### src/rtl/xlate_pkg.sv
package xlate_pkg;
  // Each level of the translation tree resolves this many page-number bits.
  localparam int unsigned LVL_BITS = 9;

  typedef enum logic [1:0] {
    PG_4K   = 2'b00,
    PG_2M   = 2'b01,
    PG_1G   = 2'b10,
    PG_RSVD = 2'b11
  } pg_size_e;

  typedef enum logic [1:0] {
    ST_IDLE = 2'b00,
    ST_WAIT = 2'b01,
    ST_RESP = 2'b10
  } xl_state_e;
endpackage

### src/rtl/xlate_entry_array.sv
module xlate_entry_array
  import xlate_pkg::*;
#(
  parameter int unsigned ENTRIES = 8,
  parameter int unsigned VPN_W   = 36,
  parameter int unsigned PFN_W   = 36,
  localparam int unsigned IDX_W  = (ENTRIES > 1) ? $clog2(ENTRIES) : 1
) (
  input  logic               clk,
  input  logic               rst_n,
  input  logic               flush,
  input  logic [VPN_W-1:0]   lookup_vpn,
  output logic               hit,
  output logic [PFN_W-1:0]   hit_pfn,
  input  logic               fill_en,
  input  logic [IDX_W-1:0]   fill_idx,
  input  logic [VPN_W-1:0]   fill_vpn,
  input  pg_size_e           fill_size,
  input  logic [PFN_W-1:0]   fill_pfn,
  output logic [ENTRIES-1:0] valid_vec
);
  localparam int unsigned MID_BITS = LVL_BITS;
  localparam int unsigned BIG_BITS = 2 * LVL_BITS;

  // Bits of the page number that lie inside the page for a given size.
  function automatic logic [VPN_W-1:0] vmask(input pg_size_e s);
    logic [VPN_W-1:0] m;
    m = '0;
    case (s)
      PG_2M:   m[MID_BITS-1:0] = '1;
      PG_1G:   m[BIG_BITS-1:0] = '1;
      default: m = '0;
    endcase
    return m;
  endfunction

  function automatic logic [PFN_W-1:0] pmask(input pg_size_e s);
    logic [PFN_W-1:0] m;
    m = '0;
    case (s)
      PG_2M:   m[MID_BITS-1:0] = '1;
      PG_1G:   m[BIG_BITS-1:0] = '1;
      default: m = '0;
    endcase
    return m;
  endfunction

  logic             ent_v    [ENTRIES];
  pg_size_e         ent_sz   [ENTRIES];
  logic [VPN_W-1:0] ent_tag  [ENTRIES];
  logic [PFN_W-1:0] ent_base [ENTRIES];
  logic [ENTRIES-1:0] match;
  logic [IDX_W-1:0]   sel;
  logic [PFN_W-1:0]   vpn_low;

  // Valid bits: reset and flush clear all of them at once; flush beats fill.
  always_ff @(posedge clk or negedge rst_n) begin
    if (!rst_n) begin
      for (int i = 0; i < ENTRIES; i++) ent_v[i] <= 1'b0;
    end else if (flush) begin
      for (int i = 0; i < ENTRIES; i++) ent_v[i] <= 1'b0;
    end else if (fill_en) begin
      ent_v[fill_idx] <= 1'b1;
    end
  end

  // Payload needs no reset: it is only looked at behind a set valid bit.
  always_ff @(posedge clk) begin
    if (fill_en && !flush) begin
      ent_sz[fill_idx]   <= fill_size;
      ent_tag[fill_idx]  <= fill_vpn & ~vmask(fill_size);
      ent_base[fill_idx] <= fill_pfn & ~pmask(fill_size);
    end
  end

  // One comparator per entry, each masked by that entry's own size.
  for (genvar g = 0; g < ENTRIES; g++) begin : g_cmp
    assign match[g]     = ent_v[g] &&
                          ((lookup_vpn & ~vmask(ent_sz[g])) == ent_tag[g]);
    assign valid_vec[g] = ent_v[g];
  end

  // Lowest matching index wins if a large and a small entry overlap.
  always_comb begin
    hit = 1'b0;
    sel = '0;
    for (int i = ENTRIES - 1; i >= 0; i--) begin
      if (match[i]) begin
        hit = 1'b1;
        sel = IDX_W'(i);
      end
    end
  end

  assign vpn_low = PFN_W'(lookup_vpn);
  assign hit_pfn = ent_base[sel] | (vpn_low & pmask(ent_sz[sel]));
endmodule

### src/rtl/xlate_victim.sv
module xlate_victim #(
  parameter int unsigned ENTRIES = 8,
  localparam int unsigned IDX_W  = (ENTRIES > 1) ? $clog2(ENTRIES) : 1
) (
  input  logic               clk,
  input  logic               rst_n,
  input  logic [ENTRIES-1:0] valid_vec,
  input  logic               commit,
  output logic [IDX_W-1:0]   victim
);
  localparam logic [IDX_W-1:0] LAST = IDX_W'(ENTRIES - 1);

  logic             any_free;
  logic [IDX_W-1:0] free_idx;
  logic [IDX_W-1:0] rr_q;

  always_comb begin
    any_free = 1'b0;
    free_idx = '0;
    for (int i = ENTRIES - 1; i >= 0; i--) begin
      if (!valid_vec[i]) begin
        any_free = 1'b1;
        free_idx = IDX_W'(i);
      end
    end
  end

  assign victim = any_free ? free_idx : rr_q;

  // The pointer only moves when it actually chose the victim.
  always_ff @(posedge clk or negedge rst_n) begin
    if (!rst_n) begin
      rr_q <= '0;
    end else if (commit && !any_free) begin
      rr_q <= (rr_q == LAST) ? '0 : IDX_W'(rr_q + 1'b1);
    end
  end
endmodule

### src/rtl/xlate_ctrl.sv
module xlate_ctrl
  import xlate_pkg::*;
#(
  parameter int unsigned VPN_W = 36,
  parameter int unsigned PFN_W = 36
) (
  input  logic             clk,
  input  logic             rst_n,
  input  logic             flush,
  input  logic             req_valid,
  output logic             req_ready,
  input  logic [VPN_W-1:0] req_vpn,
  input  logic             hit,
  input  logic [PFN_W-1:0] hit_pfn,
  output logic             walk_req_valid,
  output logic [VPN_W-1:0] walk_req_vpn,
  output logic             walk_cancel,
  input  logic             walk_rsp_valid,
  input  logic [PFN_W-1:0] walk_rsp_pfn,
  input  logic [1:0]       walk_rsp_size,
  input  logic             walk_rsp_fault,
  output logic             rsp_valid,
  input  logic             rsp_ready,
  output logic [PFN_W-1:0] rsp_pfn,
  output logic             rsp_fault,
  output logic             fill_en,
  output logic [VPN_W-1:0] fill_vpn,
  output pg_size_e         fill_size,
  output logic [PFN_W-1:0] fill_pfn
);
  xl_state_e        state_q;
  logic [VPN_W-1:0] pend_vpn_q;
  logic             drop_q;
  logic [PFN_W-1:0] rsp_pfn_q;
  logic             rsp_fault_q;

  logic accept;
  logic hit_now;
  logic walk_done;
  logic size_ok;

  assign accept    = req_valid && (state_q == ST_IDLE);
  assign hit_now   = hit && !flush;
  assign walk_done = (state_q == ST_WAIT) && walk_rsp_valid;
  assign size_ok   = (pg_size_e'(walk_rsp_size) != PG_RSVD);

  assign req_ready      = (state_q == ST_IDLE);
  assign walk_req_valid = accept;
  assign walk_req_vpn   = req_vpn;
  assign walk_cancel    = accept && hit_now;

  assign rsp_valid = (state_q == ST_RESP);
  assign rsp_pfn   = rsp_pfn_q;
  assign rsp_fault = rsp_fault_q;

  assign fill_en   = walk_done && !walk_rsp_fault && size_ok && !drop_q && !flush;
  assign fill_vpn  = pend_vpn_q;
  assign fill_size = pg_size_e'(walk_rsp_size);
  assign fill_pfn  = walk_rsp_pfn;

  always_ff @(posedge clk or negedge rst_n) begin
    if (!rst_n) begin
      state_q     <= ST_IDLE;
      pend_vpn_q  <= '0;
      drop_q      <= 1'b0;
      rsp_pfn_q   <= '0;
      rsp_fault_q <= 1'b0;
    end else begin
      case (state_q)
        ST_IDLE: begin
          if (accept) begin
            pend_vpn_q <= req_vpn;
            drop_q     <= 1'b0;
            if (hit_now) begin
              state_q     <= ST_RESP;
              rsp_pfn_q   <= hit_pfn;
              rsp_fault_q <= 1'b0;
            end else begin
              state_q <= ST_WAIT;
            end
          end
        end
        ST_WAIT: begin
          if (flush) drop_q <= 1'b1;
          if (walk_rsp_valid) begin
            state_q     <= ST_RESP;
            rsp_pfn_q   <= walk_rsp_pfn;
            rsp_fault_q <= walk_rsp_fault || !size_ok;
          end
        end
        ST_RESP: begin
          if (rsp_ready) state_q <= ST_IDLE;
        end
        default: state_q <= ST_IDLE;
      endcase
    end
  end
endmodule

### src/rtl/xlate_cache.sv
module xlate_cache
  import xlate_pkg::*;
#(
  parameter int unsigned ENTRIES = 8,
  parameter int unsigned VPN_W   = 36,
  parameter int unsigned PFN_W   = 36,
  localparam int unsigned IDX_W  = (ENTRIES > 1) ? $clog2(ENTRIES) : 1
) (
  input  logic             clk,
  input  logic             rst_n,
  input  logic             flush,
  input  logic             req_valid,
  output logic             req_ready,
  input  logic [VPN_W-1:0] req_vpn,
  output logic             rsp_valid,
  input  logic             rsp_ready,
  output logic [PFN_W-1:0] rsp_pfn,
  output logic             rsp_fault,
  output logic             walk_req_valid,
  output logic [VPN_W-1:0] walk_req_vpn,
  output logic             walk_cancel,
  input  logic             walk_rsp_valid,
  input  logic [PFN_W-1:0] walk_rsp_pfn,
  input  logic [1:0]       walk_rsp_size,
  input  logic             walk_rsp_fault
);
  logic               hit;
  logic [PFN_W-1:0]   hit_pfn;
  logic               fill_en;
  logic [VPN_W-1:0]   fill_vpn;
  pg_size_e           fill_size;
  logic [PFN_W-1:0]   fill_pfn;
  logic [IDX_W-1:0]   victim;
  logic [ENTRIES-1:0] valid_vec;

  xlate_entry_array #(
    .ENTRIES(ENTRIES), .VPN_W(VPN_W), .PFN_W(PFN_W)
  ) u_array (
    .clk        (clk),
    .rst_n      (rst_n),
    .flush      (flush),
    .lookup_vpn (req_vpn),
    .hit        (hit),
    .hit_pfn    (hit_pfn),
    .fill_en    (fill_en),
    .fill_idx   (victim),
    .fill_vpn   (fill_vpn),
    .fill_size  (fill_size),
    .fill_pfn   (fill_pfn),
    .valid_vec  (valid_vec)
  );

  xlate_victim #(.ENTRIES(ENTRIES)) u_victim (
    .clk       (clk),
    .rst_n     (rst_n),
    .valid_vec (valid_vec),
    .commit    (fill_en),
    .victim    (victim)
  );

  xlate_ctrl #(.VPN_W(VPN_W), .PFN_W(PFN_W)) u_ctrl (
    .clk            (clk),
    .rst_n          (rst_n),
    .flush          (flush),
    .req_valid      (req_valid),
    .req_ready      (req_ready),
    .req_vpn        (req_vpn),
    .hit            (hit),
    .hit_pfn        (hit_pfn),
    .walk_req_valid (walk_req_valid),
    .walk_req_vpn   (walk_req_vpn),
    .walk_cancel    (walk_cancel),
    .walk_rsp_valid (walk_rsp_valid),
    .walk_rsp_pfn   (walk_rsp_pfn),
    .walk_rsp_size  (walk_rsp_size),
    .walk_rsp_fault (walk_rsp_fault),
    .rsp_valid      (rsp_valid),
    .rsp_ready      (rsp_ready),
    .rsp_pfn        (rsp_pfn),
    .rsp_fault      (rsp_fault),
    .fill_en        (fill_en),
    .fill_vpn       (fill_vpn),
    .fill_size      (fill_size),
    .fill_pfn       (fill_pfn)
  );
endmodule

### config.mk
export PLATFORM = sky130hd
export DESIGN_NAME = xlate_cache
export DESIGN_NICKNAME = d
export VERILOG_FILES = /design/src/rtl/xlate_pkg.sv /design/src/rtl/xlate_entry_array.sv /design/src/rtl/xlate_victim.sv /design/src/rtl/xlate_ctrl.sv /design/src/rtl/xlate_cache.sv
export SDC_FILE = /design/constraint.sdc
export NUM_CORES = 1
export LEC_CHECK = 0
export BUFFER_PORTS_ARGS = -buffer_cell sky130_fd_sc_hd__buf_2
export CAP_MARGIN = 20
export CORE_ASPECT_RATIO = 0.5
export CORE_MARGIN = 1
export CORE_UTILIZATION = 64
export CTS_BUF_LIST = sky130_fd_sc_hd__clkbuf_8
export DETAILED_ROUTE_END_ITERATION = 6
export PLACE_DENSITY_LB_ADDON = 0.12
export SYNTH_ARGS = -nofsm -noshare
export SYNTH_HDL_FRONTEND = slang
export SYNTH_SLANG_ARGS = --single-unit
### constraint.sdc
create_clock -name clk -period 13.2 [get_ports clk]
set_input_delay 0.66 -clock clk [delete_from_list [all_inputs] [get_ports clk]]
set_output_delay 0.66 -clock clk [all_outputs]
set_load 0.01 [all_outputs]
==> results.md <==
* Status: completed
* Static Leak at 0.0113 uW
* Largest net degree at the start of global routing at 157
* Yosys cell types at 74
* Clk network pwr share at 0.322
* CP Capture Type: register
* Setup Skew at 0.0332 ns
* Cts repair resizes at 0
* Total gr overflow at 0
* Compound-cell area share of the yosys netlist at 0.0894
* Cell taking the most area after synthesis: edfxtp_1
* IO Pins at between 150 and 200
* Initial DRT Pass Iterations at 7
* Die area at roughly 0.048 sq mm
* Switching Fraction at 0.275
* Worst path required time at 13.75 ns
* Fin Setup TNS at 0 ns
* Placed cell area at between 0.03 and 0.04 sq mm
* Mux cell area share after synthesis at 0.0432
* Worst Hold Class: in2reg
* Ys flop type: edfxtp_1
* Top cells by area, synth: edfxtp_1 60%, dfrtp_1 7.3%, mux2i_1 3.5%, nand2_1 2.7%, xnor2_1 2.7%
* Synth Area in Adders at 0.00545
* Setup Fix Bufs, Post-CTS at 0
* Filler cell count in the final layout at slightly above 3000
* Sequential area share after synthesis at 0.669
* Drt initial violations at between 2000 and 3000
* Vias/cell at 6.50
* Layout area overhead at 9.62%
* Clock Latency Late Sink at 0.68 ns
* WHS at 0.161 ns
* Number of global-route vias before repair at 18400
* Syn avg cell area at between 10 and 15 sq um
* H-tree Lvls at 3
* Maximum VDD drop at 0.122 mV
* Die width at 307 microns
* RD Place Congestion at just over 1
* Internal at 3550 uW
* Worst setup SP type: register
* Antenna Violating Nets Remaining at 0
* FF+latch count, synth at 679
* Final setup vio count at 0
* Synth top area share at 0.596
* CTS Buffer Depth at 3
* Rows at 55
* Fin area at 0.0327 sq mm
* Final Critical Period at between 6 and 7 ns
* Post-synth EDFFs at between 500 and 600
* Slowest CP cell: nor4_1
* Final hold viol count at 0
* Root Buffer: clkbuf_8
* Routed wire length per instance at approximately 27 microns
* Yosys warns at 0
* Largest family of logic cells by synthesized area: simple AND/OR/NAND/NOR gates
* Worst slew pin tran at approximately 1.3 ns
* CP cell instances: ha_1 > nand2_1 > a2111oi_0 > nand4_1 > nor4_1 > a211oi_2 > o41ai_4 > buf_12 > mux2_1 > a21oi_1 > o21ai_1 > ha_1 > o21ai_0 > a211o_1 > a21oi_1 > nand3b_1 > nand3_1
* CTS tree: yes
* Headroom to the max-slew limit at 0.156
* Die Y-Extent at 155 microns
* Global-route wire length before repair at 119000 microns
* Peak per-stage delay on the critical path at approximately 0.71 ns
* Post-CTS Hold Buffers at 1
* Fraction of layout cells with a size suffix above 1 at 0.142
* Post-Synth Simple-Gate Area at 0.106
* Asr flop ratio synth at 0.128
* Combinational power share at 0.129
* Sequential Power Share at 0.550
* Max-cap violations at 0
* Via count at 19600
* Switching power of the nets at 1350 uW
* Final #Nets at 2410
* XOR/XNOR share of the synthesized area at 0.0543
* Routed WL at about 81000 microns
* Unrepaired setup endpoints after global routing: no
* Number of CTS-inserted buffers at 90
* Core Region at 0.0456 sq mm
* Fmax at about 0.16 GHz
* Starting Density at 0.655
* Critical path class: reg2reg
* Synthesized netlist cell count at 2193
* DRC at 0
* # port buffers at 157
* Reg clk slew, reported paths at 0.07 ns
* Final period utilization at 0.475
* WP data arrival at a little under 7 ns
* CTS sink cnt at 679
* Utilization after layout at 0.718
* Critical-path maximum fanout at 156
* Syn nets at 2287
* Post-DP HPWL at between 50000 and 60000 microns
* Mapped cell area at 0.0298 sq mm
* Max-slew violations at 0
* Power Density at ~150 mW/mm^2
* Initial antenna violation count at 3
* Total track usage at 0.345
power groups by stage:
stage | Combinational [uW] | Sequential (uW) | Clock, uW
6_report | 629 | 2690 | 1570
5_1_grt | 686 | 2710 | 1670
4_1_cts | 625 | 2690 | 1580
3_5_place_dp | 622 | 2740 | 0
3_3_place_gp | 603 | 2730 | 0
2_1_floorplan | 350 | 2710 | 0
cells in the final DEF, fill, tap and decap left out, types with 45 or more instances in the layout:
cell type and instances:
xnor2_1 93, nand2b_1 45, o21ai_0 61, clkbuf_8 106
nor2_1 114, buf_2 156, dfrtp_1 87, inv_1 64
xor2_1 92, edfxtp_1 592, mux2i_1 105, nand2_1 217
synth_stat cells (24+ instances only):
cell	instances
buf_2	55
a31oi_1	24
clkbuf_1	50
buf_4	44
xnor2_1	93
xor2_1	92
edfxtp_1	592
dfrtp_1	87
nand2_1	218
mux2i_1	105
nand2b_1	46
nor2b_1	33
a21oi_1	43
o21ai_0	62
a22oi_1	32
inv_1	27
nor2_1	120
nand4_1	27
nand3_1	34
registers in the layout (all words and copies together), names as in the netlist:
| signal | count |
|---|---|
| u_array.ent_base | 288 |
| u_array.ent_tag | 288 |
| u_ctrl.fill_vpn | 36 |
| u_ctrl.rsp_pfn | 36 |
| u_array.ent_sz | 16 |
| u_array.valid_vec | 8 |
| u_victim.rr_q | 3 |
| u_ctrl.state_q | 2 |
| u_ctrl.drop_q | 1 |
| u_ctrl.rsp_fault | 1 |
critical path: cells and delay by family, from the launching register on:
kind / cells / cell delay (ns)
AO/OA/AOI/OAI: 8 / 2.07
buffers and inverters: 1 / 0.64
flip-flops: 1 / 0.43
multiplexers: 1 / 0.38
AND/OR/NAND/NOR: 5 / 1.44
adder cells (fa/ha/maj): 2 / 1.10
final cells by class:
type	count	area (sq um)	area share
Sequential cell	679	20000	0.610
Multi-Input combinational cell	1325	9000	0.275
Clock buffer	106	1460	0.0446
Timing Repair Buffer	185	1030	0.0316
Tap cell	627	785	0.0240
Clock inverter	60	320	0.00980
Inverter	35	131	0.00402
Antenna cell	2	5.00	0.000153
final timing paths:
kind                                           startpoint                         endpoint  slack (ns)  depth (start not counted)
setup / recovery           u_array.ent_sz[5][1]$_DFFE_PP_    u_ctrl.rsp_pfn[2]$_DFFE_PN0P_        6.94                         17
hold / removal                                  rsp_ready    u_ctrl.state_q[1]$_DFFE_PN0P_        0.16                          2
setup reg to reg           u_array.ent_sz[5][1]$_DFFE_PP_    u_ctrl.rsp_pfn[2]$_DFFE_PN0P_        6.94                         17
hold reg to reg            u_ctrl.fill_vpn[8]$_DFFE_PN0P_   u_ctrl.fill_vpn[8]$_DFFE_PN0P_        0.47                          2
max in group asynchronous                           rst_n  u_ctrl.fill_vpn[28]$_DFFE_PN0P_       11.32                          3
min in group asynchronous                           rst_n    u_ctrl.state_q[1]$_DFFE_PN0P_        0.55                          2
cell families after synthesis:
| family | Yosys count |
|---|---|
| flops | 679 |
| simple gates | 627 |
| compound gates | 374 |
| buf+inv | 189 |
| xor+xnor | 185 |
| mux | 126 |
| fa+ha+maj | 13 |
through the flow:
step | instances | power [uW] | worst slack [ns]
after global routing | 3018 | 5070 | 6.55
after CTS | 3015 | 4900 | 6.95
after floorplan | 2193 | 3060 | 6.13
final | 3019 | 4900 | 6.94
after global placement | 2848 | 3340 | 7.01
after detailed placement | 2848 | 3360 | 6.96
routing by layer:
metal  track usage  part of all wire  routed length (microns)  vias up
li1              -                 -                        -     8495
met1         0.514              0.41                    33500     9720
met2         0.514              0.45                    36300     1239
met3        0.0681              0.11                     9080      158
met4         0.115             0.030                     2400        2
met5       0.00607           0.00044                       36        -
(Power assumes the default switching activity.)
